## src/rtl/gps_cfg_pkg.sv

```systemverilog
package gps_cfg_pkg;

  typedef enum logic [2:0] {
    ST_SETTLE   = 3'd0,
    ST_HUNT_LO  = 3'd1,
    ST_SEND_SPD = 3'd2,
    ST_HUNT_HI  = 3'd3,
    ST_SEND_OFF = 3'd4,
    ST_SEND_ON  = 3'd5,
    ST_SLEEP    = 3'd6,
    ST_FAULT    = 3'd7
  } step_t;

  localparam int OVS = 16;

  localparam logic [7:0] SYM_CR     = 8'h0D;
  localparam logic [7:0] SYM_LF     = 8'h0A;
  localparam logic [7:0] SYM_DOLLAR = 8'h24;

  // Command stream, three commands back to back, each closed by CR LF
  localparam int CMD_BYTES = 59;
  localparam logic [5:0] SPD_END = 6'd15;
  localparam logic [5:0] OFF_END = 6'd37;
  localparam logic [5:0] ON_END  = 6'd58;

  localparam logic [8*CMD_BYTES-1:0] CMD_ROM = {
    "$PASHS,SPD,A,5", SYM_CR, SYM_LF,
    "$PASHS,NME,ALL,A,OFF", SYM_CR, SYM_LF,
    "$PASHS,NME,RMC,A,ON", SYM_CR, SYM_LF
  };

  // Clock cycles per oversampling tick, never below one
  function automatic int ovs_divider(input int clk_hz, input int baud);
    int d;
    d = clk_hz / (baud * OVS);
    return (d < 1) ? 1 : d;
  endfunction

  // Byte idx of the command stream, idx 0 being the first sent
  function automatic logic [7:0] cmd_byte(input logic [5:0] idx);
    return CMD_ROM[8*(CMD_BYTES-1-int'(idx)) +: 8];
  endfunction

endpackage

```

## src/rtl/gps_baud_tick.sv

```systemverilog
module gps_baud_tick
  import gps_cfg_pkg::*;
#(
  parameter int CLK_HZ  = 200_000_000,
  parameter int BAUD_LO = 4800,
  parameter int BAUD_HI = 9600
) (
  input  logic clk,
  input  logic rst_n,
  input  logic fast,
  output logic tick
);
  localparam int DIV_LO  = ovs_divider(CLK_HZ, BAUD_LO);
  localparam int DIV_HI  = ovs_divider(CLK_HZ, BAUD_HI);
  localparam int DIV_MAX = (DIV_LO > DIV_HI) ? DIV_LO : DIV_HI;
  localparam int CW      = $clog2(DIV_MAX + 1);

  logic [CW-1:0] cnt;
  logic [CW-1:0] reload;

  assign reload = fast ? CW'(DIV_HI - 1) : CW'(DIV_LO - 1);
  assign tick   = (cnt == '0);

  always_ff @(posedge clk) begin
    if (!rst_n) cnt <= '0;
    else        cnt <= tick ? reload : cnt - 1'b1;
  end
endmodule

```

## src/rtl/gps_uart_rx.sv

```systemverilog
module gps_uart_rx (
  input  logic       clk,
  input  logic       rst_n,
  input  logic       tick,
  input  logic       rxd,
  output logic       byte_stb,
  output logic [7:0] byte_val
);
  typedef enum logic [1:0] {RX_IDLE, RX_START, RX_DATA, RX_STOP} rx_t;

  rx_t        st;
  logic [1:0] sync;
  logic [3:0] os;
  logic [2:0] bitn;
  logic [7:0] sh;
  logic       line;

  assign line     = sync[1];
  assign byte_val = sh;

  always_ff @(posedge clk) begin
    if (!rst_n) begin
      sync     <= 2'b11;
      st       <= RX_IDLE;
      os       <= '0;
      bitn     <= '0;
      sh       <= '0;
      byte_stb <= 1'b0;
    end else begin
      sync     <= {sync[0], rxd};
      byte_stb <= 1'b0;
      if (tick) begin
        case (st)
          RX_IDLE: if (!line) begin
            st <= RX_START;
            os <= '0;
          end
          RX_START: if (os == 4'd7) begin
            // revalidate at mid start bit
            if (!line) begin
              st   <= RX_DATA;
              os   <= '0;
              bitn <= '0;
            end else begin
              st <= RX_IDLE;
            end
          end else begin
            os <= os + 1'b1;
          end
          RX_DATA: if (os == 4'd15) begin
            os   <= '0;
            sh   <= {line, sh[7:1]};
            bitn <= bitn + 1'b1;
            if (bitn == 3'd7) st <= RX_STOP;
          end else begin
            os <= os + 1'b1;
          end
          default: if (os == 4'd15) begin
            st <= RX_IDLE;
            if (line) byte_stb <= 1'b1;
          end else begin
            os <= os + 1'b1;
          end
        endcase
      end
    end
  end
endmodule

```

## src/rtl/gps_uart_tx.sv

```systemverilog
module gps_uart_tx (
  input  logic       clk,
  input  logic       rst_n,
  input  logic       tick,
  input  logic       load,
  input  logic [7:0] din,
  output logic       txd,
  output logic       busy,
  output logic       done
);
  logic [9:0] fr;
  logic [3:0] os;
  logic [3:0] bitn;

  assign txd = busy ? fr[0] : 1'b1;

  always_ff @(posedge clk) begin
    if (!rst_n) begin
      fr   <= '1;
      os   <= '0;
      bitn <= '0;
      busy <= 1'b0;
      done <= 1'b0;
    end else begin
      done <= 1'b0;
      if (!busy) begin
        if (load) begin
          fr   <= {1'b1, din, 1'b0};
          os   <= '0;
          bitn <= '0;
          busy <= 1'b1;
        end
      end else if (tick) begin
        if (os == 4'd15) begin
          os   <= '0;
          fr   <= {1'b1, fr[9:1]};
          bitn <= bitn + 1'b1;
          if (bitn == 4'd9) begin
            busy <= 1'b0;
            done <= 1'b1;
          end
        end else begin
          os <= os + 1'b1;
        end
      end
    end
  end
endmodule

```

## src/rtl/gps_sync_hunt.sv

```systemverilog
module gps_sync_hunt
  import gps_cfg_pkg::*;
(
  input  logic       clk,
  input  logic       rst_n,
  input  logic       clear,
  input  logic       stb,
  input  logic [7:0] din,
  output logic       found
);
  logic [1:0] pos;

  always_ff @(posedge clk) begin
    if (!rst_n) begin
      pos   <= '0;
      found <= 1'b0;
    end else begin
      found <= 1'b0;
      if (clear) begin
        pos <= '0;
      end else if (stb) begin
        if (din == SYM_CR)                        pos <= 2'd1;
        else if (pos == 2'd1 && din == SYM_LF)    pos <= 2'd2;
        else if (pos == 2'd2 && din == SYM_DOLLAR) begin
          pos   <= '0;
          found <= 1'b1;
        end else                                  pos <= '0;
      end
    end
  end
endmodule

```

## src/rtl/gps_cfg_seq.sv

```systemverilog
module gps_cfg_seq
  import gps_cfg_pkg::*;
#(
  parameter int CLK_HZ     = 200_000_000,
  parameter int BAUD_LO    = 4800,
  parameter int BAUD_HI    = 9600,
  parameter int SETTLE_CYC = 5 * CLK_HZ,
  parameter int LISTEN_CYC = 3 * CLK_HZ
) (
  input  logic       clk,
  input  logic       rst_n,
  input  logic       gps_rxd,
  output logic       gps_txd,
  output logic [2:0] step_code
);
  localparam int TMAX = (SETTLE_CYC > LISTEN_CYC) ? SETTLE_CYC : LISTEN_CYC;
  localparam int TW   = $clog2(TMAX + 1);

  step_t         st;
  logic          fast;
  logic [TW-1:0] tmr;
  logic [5:0]    rom_idx;
  logic          awaiting;

  logic       tick;
  logic       rx_stb;
  logic [7:0] rx_byte;
  logic       hunt_found;
  logic       hunting;
  logic       sending;
  logic       tx_start;
  logic       tx_busy;
  logic       tx_done;
  logic       settle_end;
  logic       listen_end;

  assign hunting    = (st == ST_HUNT_LO) || (st == ST_HUNT_HI);
  assign sending    = (st == ST_SEND_SPD) || (st == ST_SEND_OFF) || (st == ST_SEND_ON);
  assign tx_start   = sending && !tx_busy && !awaiting;
  assign settle_end = (st == ST_SETTLE) && (tmr == TW'(SETTLE_CYC - 1));
  assign listen_end = hunting && (tmr == TW'(LISTEN_CYC - 1));
  assign step_code  = st;

  gps_baud_tick #(.CLK_HZ(CLK_HZ), .BAUD_LO(BAUD_LO), .BAUD_HI(BAUD_HI)) tick_i (
    .clk(clk), .rst_n(rst_n), .fast(fast), .tick(tick)
  );

  gps_uart_rx rx_i (
    .clk(clk), .rst_n(rst_n), .tick(tick), .rxd(gps_rxd),
    .byte_stb(rx_stb), .byte_val(rx_byte)
  );

  gps_sync_hunt hunt_i (
    .clk(clk), .rst_n(rst_n), .clear(!hunting), .stb(rx_stb),
    .din(rx_byte), .found(hunt_found)
  );

  gps_uart_tx tx_i (
    .clk(clk), .rst_n(rst_n), .tick(tick), .load(tx_start),
    .din(cmd_byte(rom_idx)), .txd(gps_txd), .busy(tx_busy), .done(tx_done)
  );

  always_ff @(posedge clk) begin
    if (!rst_n) begin
      st       <= ST_SETTLE;
      fast     <= 1'b0;
      tmr      <= '0;
      rom_idx  <= '0;
      awaiting <= 1'b0;
    end else begin
      tmr <= ((st == ST_SETTLE) || hunting) ? tmr + 1'b1 : '0;
      if (tx_start)     awaiting <= 1'b1;
      else if (tx_done) awaiting <= 1'b0;

      case (st)
        ST_SETTLE: if (settle_end) begin
          st  <= ST_HUNT_LO;
          tmr <= '0;
        end
        ST_HUNT_LO: begin
          if (hunt_found) begin
            st      <= ST_SEND_SPD;
            rom_idx <= '0;
          end else if (listen_end) begin
            st <= ST_FAULT;
          end
        end
        ST_SEND_SPD: if (tx_done) begin
          rom_idx <= rom_idx + 1'b1;
          if (rom_idx == SPD_END) begin
            st   <= ST_HUNT_HI;
            fast <= 1'b1;
            tmr  <= '0;
          end
        end
        ST_HUNT_HI: begin
          if (hunt_found)      st <= ST_SEND_OFF;
          else if (listen_end) st <= ST_FAULT;
        end
        ST_SEND_OFF: if (tx_done) begin
          rom_idx <= rom_idx + 1'b1;
          if (rom_idx == OFF_END) st <= ST_SEND_ON;
        end
        ST_SEND_ON: if (tx_done) begin
          rom_idx <= rom_idx + 1'b1;
          if (rom_idx == ON_END) st <= ST_SLEEP;
        end
        default: ;
      endcase
    end
  end
endmodule

```

## config.mk

```make
export PLATFORM = sky130hd
export DESIGN_NAME = gps_cfg_seq
export DESIGN_NICKNAME = d
export VERILOG_FILES = /design/src/rtl/gps_cfg_pkg.sv /design/src/rtl/gps_baud_tick.sv /design/src/rtl/gps_uart_rx.sv /design/src/rtl/gps_uart_tx.sv /design/src/rtl/gps_sync_hunt.sv /design/src/rtl/gps_cfg_seq.sv
export SDC_FILE = /design/constraint.sdc
export NUM_CORES = 1
export LEC_CHECK = 0
export CORE_ASPECT_RATIO = 0.8
export CORE_UTILIZATION = 28
export DETAILED_ROUTE_END_ITERATION = 10
export GPL_ROUTABILITY_DRIVEN = 0
export MAX_ROUTING_LAYER = met4
export PLACE_DENSITY = 0.48
export SYNTH_ARGS = -nofsm -noshare
export SYNTH_HDL_FRONTEND = slang
export SYNTH_HIERARCHICAL = 1
export SYNTH_SLANG_ARGS = --single-unit
```

## constraint.sdc

```tcl
create_clock -name clk -period 5.8 [get_ports clk]
set_input_delay 0.87 -clock clk [delete_from_list [all_inputs] [get_ports clk]]
set_output_delay 0.87 -clock clk [all_outputs]
set_load 0.005 [all_outputs]
```

== Yosys cells after proc, flatten, opt, wreduce, memory -nomap -nowiden ==
Cells that the tools add are included.
Word-level totals
  register bits: 96
  input port bits: 3
  output and inout port bits: 4
Cells by class
  $add $sub $neg: 8
  equal/unequal tests: 39
  shift-type cells: 1
  mux-type cells: 61
  bitwise logic cells: 5
  reductions and logical operators: 35
Operators with widths (count)
  472-bit by 10-bit indexed part select with 8-bit output (first input constant): 1
  30-bit 2-to-1 mux: 4
  30-bit == test (second input constant): 2
  30-bit case mux with 2 select lines: 1
  4-bit 2-to-1 mux: 11
  10-bit 2-to-1 mux: 4
  3-bit 2-to-1 mux: 13
  30-bit by 1-bit adder with 30-bit output (second input constant): 1
  12-bit 2-to-1 mux: 2
  2-bit by 1-bit != test with 1-bit output (second input constant): 11
  3-bit case mux with 6 select lines: 1
  8-bit by 4-bit == test with 1-bit output (second input constant): 2
  2-bit 2-to-1 mux: 8
  4-bit by 1-bit adder with 4-bit output (second input constant): 3
  4-bit == test (second input constant): 3
  6-bit == test (second input constant): 2
  12-bit logical NOT: 1
  6-bit 2-to-1 mux: 2
  4-bit case mux with 3 select lines: 1
  6-bit case mux with 2 select lines: 1
  3-bit AND reduction: 4
  12-bit by 1-bit subtractor with 12-bit output (second input constant): 1
  1-bit 2-to-1 mux: 11
  2-bit != test (second input constant): 5
  31 further kinds: 54

== Depth between registers and ports, before layout ==
  depth after elaboration: 7
  depth in mapped cells: 11
  mapped depth without buffers: 10

== Hierarchy ==
Netlist, hierarchy kept.
By module, submodules not included
  gps_cfg_seq: times used 1, cells an instance 401, area each 3156.8 um^2, sequential area each 820.8 um^2
  gps_uart_rx: times used 1, cells an instance 105, area each 974.7 um^2, sequential area each 400.4 um^2
  gps_uart_tx: times used 1, cells an instance 100, area each 884.6 um^2, sequential area each 380.4 um^2
  gps_baud_tick: times used 1, cells an instance 63, area each 579.3 um^2, sequential area each 240.2 um^2
  gps_sync_hunt: times used 1, cells an instance 18, area each 170.2 um^2, sequential area each 60.1 um^2

== Worst setup path after synthesis ==
No wires, ideal clock.
  path type: register -> register
  start: register rom_idx[0]
  end: register tx_i.fr[7]
  arrival time: 2.217 ns
  setup slack: 3.450 ns
  cell stages (with the launch flop): 12
  buffers on the path: 3
  period minus slack after synthesis: 2.350 ns
  cell sequence: dfxtp_1 -> buf_6 -> inv_1 -> ha_1 -> clkbuf_1 -> clkbuf_4 -> nor2_1 -> o21ai_0 -> o211ai_1 -> o22a_1 -> o32ai_1 -> o21ai_0
Between the ends
  longest elaborated chain between the ends: 4
Ends and longest elaborated chain
  from (decl): RTL line gps_cfg_seq.sv:22  | logic [5:0] rom_idx;
  from (signal assigned): RTL line gps_cfg_seq.sv:89  | rom_idx <= rom_idx + 1'b1;
  from (signal assigned): RTL line gps_cfg_seq.sv:101  | rom_idx <= rom_idx + 1'b1;
  from (signal assigned): RTL line gps_cfg_seq.sv:105  | rom_idx <= rom_idx + 1'b1;
  6-bit by 6-bit subtractor with 7-bit output: RTL line gps_cfg_pkg.sv:41  | return CMD_ROM[8*(CMD_BYTES-1-int'(idx)) +: 8];
  472-bit by 10-bit indexed part select with 8-bit output: RTL line gps_cfg_pkg.sv:41
  10-bit 2-to-1 mux: RTL line gps_uart_tx.sv:27  | if (load) begin
  10-bit 2-to-1 mux: RTL line gps_uart_tx.sv:26  | if (!busy) begin
  to (signal assigned): RTL line gps_uart_tx.sv:28  | fr <= {1'b1, din, 1'b0};
  to (signal assigned): RTL line gps_uart_tx.sv:36  | fr <= {1'b1, fr[9:1]};
  to (decl): RTL line gps_uart_tx.sv:11  | logic [9:0] fr;
No other way between the ends. The select of a mux whose other input is x is not followed.
A chain may end at the register's enable or synchronous reset.

== Worst setup path after layout ==
  start: register rom_idx[1]
  end: register tx_i.fr[3]
The elaborated chain is that of the path after synthesis.

==> run_results.csv <==
group,metric,value,unit
synthesis,yosys_warnings,6,
power_and_ir_drop,p_per_area,242.9,mW/mm²
clock_network,cts_buffers,9,
synthesis,ys_seq_elements,95,
cells_and_area,fin_util,31.06,%
die,initial_utilization,28.87,%
timing,period_needed,3.076,ns
cells_and_area,final_cells,935,
timing,maxSlewHeadroom,30.50,%
global_route,grt_pass1_wl,22070,µm
die,core,0.01997,mm²
cells_and_area,areaGrowthSynthToFinish,7.595,%
clock_network,cts_resized,0,
global_route,grt_pass1_vias,4590,
route,vias_per_cell,5.161,
global_route,antenna_found_initial,0,
timing,worst_slew_pin_slew,1.041,ns
route,drc,0,
die,fp.dieW,162.4,µm
route,firstDrtPassIters,4,
timing,finalHoldViolations,0,
global_route,grt_overflow,0,
route,ant_nets,0,
timing,final.period_utilization,53.03,%
clock_network,clock_tree.buffer_depth,2,
cells_and_area,fillCellCount,2072,
clock_network,insertion_delay,0.35,ns
power_and_ir_drop,leakage,2.162,nW
cells_and_area,nNetsFinal,682,
cells_and_area,drive_gt1_share,8.346,%
die,dieArea,0.02117,mm²
synthesis,yosysSeqAreaShare,32.99,%
synthesis,synthesis.area,0.005766,mm²
synthesis,yosysMostFrequentCell,"dfxtp_1",
placed_design,dp_hpwl,8780,µm
synthesis,ys_types,91,
synthesis,synthTopCellsByArea,"dfxtp_1 (33%), nor2_1 (5.3%), xor2_1 (3.8%), a21oi_1 (3.1%), xnor2_1 (3.0%)",
clock_network,cts.clk_slew.worst_paths,0.07,ns
worst_setup_path,worstSetupPathType,"flop to flop",
clock_network,clock_sinks,95,
worst_setup_path,crit_required,6.08,ns
cells_and_area,multi_input_area,0.003516,mm²
timing,final.setup.tns,0,ns
synthesis,syn_area_per_cell,8.392,µm²
clock_network,cts_tree,"done",
timing,setup_viol,0,
timing,rsz0062_at_grt,"false",
die,rows,46,
synthesis,syn-num-nets,703,
worst_setup_path,cp.arrival,3.36,ns
cells_and_area,antennaDiodeCount,0,
synthesis,yosysTopAreaCellShare,32.99,%
synthesis,synth_edf_count,0,
route,dr.first_iter.drc_count,243,
status,status,"completed",
synthesis,syn_inst,687,
worst_setup_path,crit_fanout,17,
placed_design,io_buffers,6,
timing,fin_skew,0.007218,ns
die,ios,7,
power_and_ir_drop,peakVddDrop,0.0001668,V
global_route,grt_start_max_net_pins,39,
global_route,grt_use_total,12.96,%
worst_setup_path,setup.worst_path.end_class,"flop",
synthesis,synthTopCellsByCount,"dfxtp_1 (95), nor2_1 (82), nand2_1 (42)",
route,wl,12710,µm
worst_setup_path,cp-start-kind,"flop",
run,maxCapViolCount,0,
synthesis,yosys_most_used_dff,"dfxtp_1",
synthesis,yosys.area.top_type,"dfxtp_1",
clock_network,cts-htree-levels,3,
clock_network,cts-root-buf,"clkbuf_16",
clock_network,postCtsHoldBufs,0,
synthesis,synth-async-reset-ratio,0,%
timing,fmax,0.3251,GHz
cells_and_area,regArea,0.001902,mm²
die,dieHeight,130.3,µm
route,vias,4826,
power_and_ir_drop,total_power,1.507,mW
timing,finalHoldWorstSlack,0.4099,ns
clock_network,postCtsSetupRepairBufs,0,
route,wl_per_cell,13.59,µm
placed_design,dp_cells,919,
timing,final-max-slew-violation-count,0,
hold_path,min_path_type,"flop to flop",
[state kept, by name, indices dropped and copies added, names as in the netlist, 4 cells and up]
register,count
rom_idx,6
tx_i/fr,9
rx_i/os,4
tx_i/bitn,4
tmr,30
tick_i/cnt,12
rx_i/byte_val,8
tx_i/os,4
[placed cells by master (no fill, tap or decap), types with 4 or more instances in the layout]
| cell type | synthesis | final |
|---|---|---|
| and2_1 | 6 | 6 |
| a31oi_1 | 7 | 7 |
| or3_1 | 7 | 7 |
| o21a_1 | 4 | 4 |
| a311oi_1 | 4 | 4 |
| o21ai_1 | 10 | 9 |
| o22ai_1 | 4 | 4 |
| nand3b_1 | 5 | 5 |
| o21ai_0 | 30 | 30 |
| nand3_1 | 33 | 33 |
| nor3_1 | 15 | 15 |
| a21oi_1 | 36 | 36 |
| nand4_1 | 16 | 16 |
| inv_1 | 15 | 15 |
| o211ai_1 | 8 | 8 |
| xor2_1 | 25 | 25 |
| a211oi_1 | 11 | 11 |
| o32ai_1 | 8 | 8 |
| nor2b_1 | 12 | 12 |
| nor4b_1 | 5 | 5 |
| clkbuf_16 | 0 | 9 |
| mux2i_1 | 15 | 15 |
| and3_1 | 14 | 14 |
| dfxtp_1 | 95 | 95 |
| clkdlybuf4s50_1 | 0 | 6 |
| o21ai_2 | 3 | 4 |
| xnor2_1 | 20 | 20 |
| a21o_1 | 5 | 5 |
| xnor2_2 | 4 | 4 |
| ha_1 | 13 | 13 |
| o31ai_1 | 5 | 5 |
| nand2_1 | 42 | 42 |
| nand2b_1 | 13 | 13 |
| nor2_1 | 82 | 82 |
| nor3b_1 | 6 | 6 |
[worst max-delay path, cell delays in order (launching register included)]
cell and delay, ns:
dfxtp_1 0.63, ha_1 0.70, xor2_1 0.36, a22o_1 0.29, a221oi_2 0.20, a21oi_1 0.07, o311a_1 0.34, a31oi_1 0.17
o32ai_1 0.09, o21ai_0 0.17
[cell families after synthesis]
| family | Yosys count | synth area share (%) |
|---|---|---|
| buffers and inverters | 57 | 6.098 |
| adder cells (fa/ha/maj) | 13 | 2.821 |
| XOR/XNOR | 52 | 9.006 |
| flip-flops | 95 | 32.99 |
| other | 1 | 0.06504 |
| AO/OA/AOI/OAI | 160 | 18.73 |
| AND/OR/NAND/NOR | 293 | 27.45 |
| multiplexers | 16 | 2.843 |
[report_power, final]
part / internal, mW / switching, mW / leakage, nW
registers: 0.683 / 0.0310 / 0.769
logic: 0.0726 / 0.111 / 1.25
clock network: 0.359 / 0.251 / 0.145
[through the flow]
step	setup slack, ns	cell area (µm²)
floorplan	3.450	5766
global placement	2.801	5893
detailed placement	2.748	5893
CTS	2.741	6203
global route	2.463	6203
finish	2.724	6203
[worst paths after layout]
path	slack, ns	to	depth (start not counted)	from
worst max-delay path	2.72	tx_i/fr[3]	9	rom_idx[1]
worst max register to register	2.72	tx_i/fr[3]	9	rom_idx[1]
worst min-delay path	0.41	rx_i/sync[1]	1	rx_i/sync[0]
worst min register to register	0.41	rx_i/sync[1]	1	rx_i/sync[0]
[metal layers]
layer / up-vias / share of wire [%] / global-route usage [%]
li1: 2442 / - / -
met1: 2283 / 50 / 16.80
met2: 86 / 45 / 20.09
met3: 15 / 3.5 / 2.448
met4: 0 / 1.3 / 4.550
met5: - / 0 / -
[cell type report]
class	count	area share [%]
inverters	16	1.008
well taps	264	5.325
multi-input cells	535	56.68
clock buffers	12	4.135
flip-flops and latches	95	30.66
repair buffers	9	1.331
clock inverters	4	0.8673
Power figures use the tool's default switching activity.
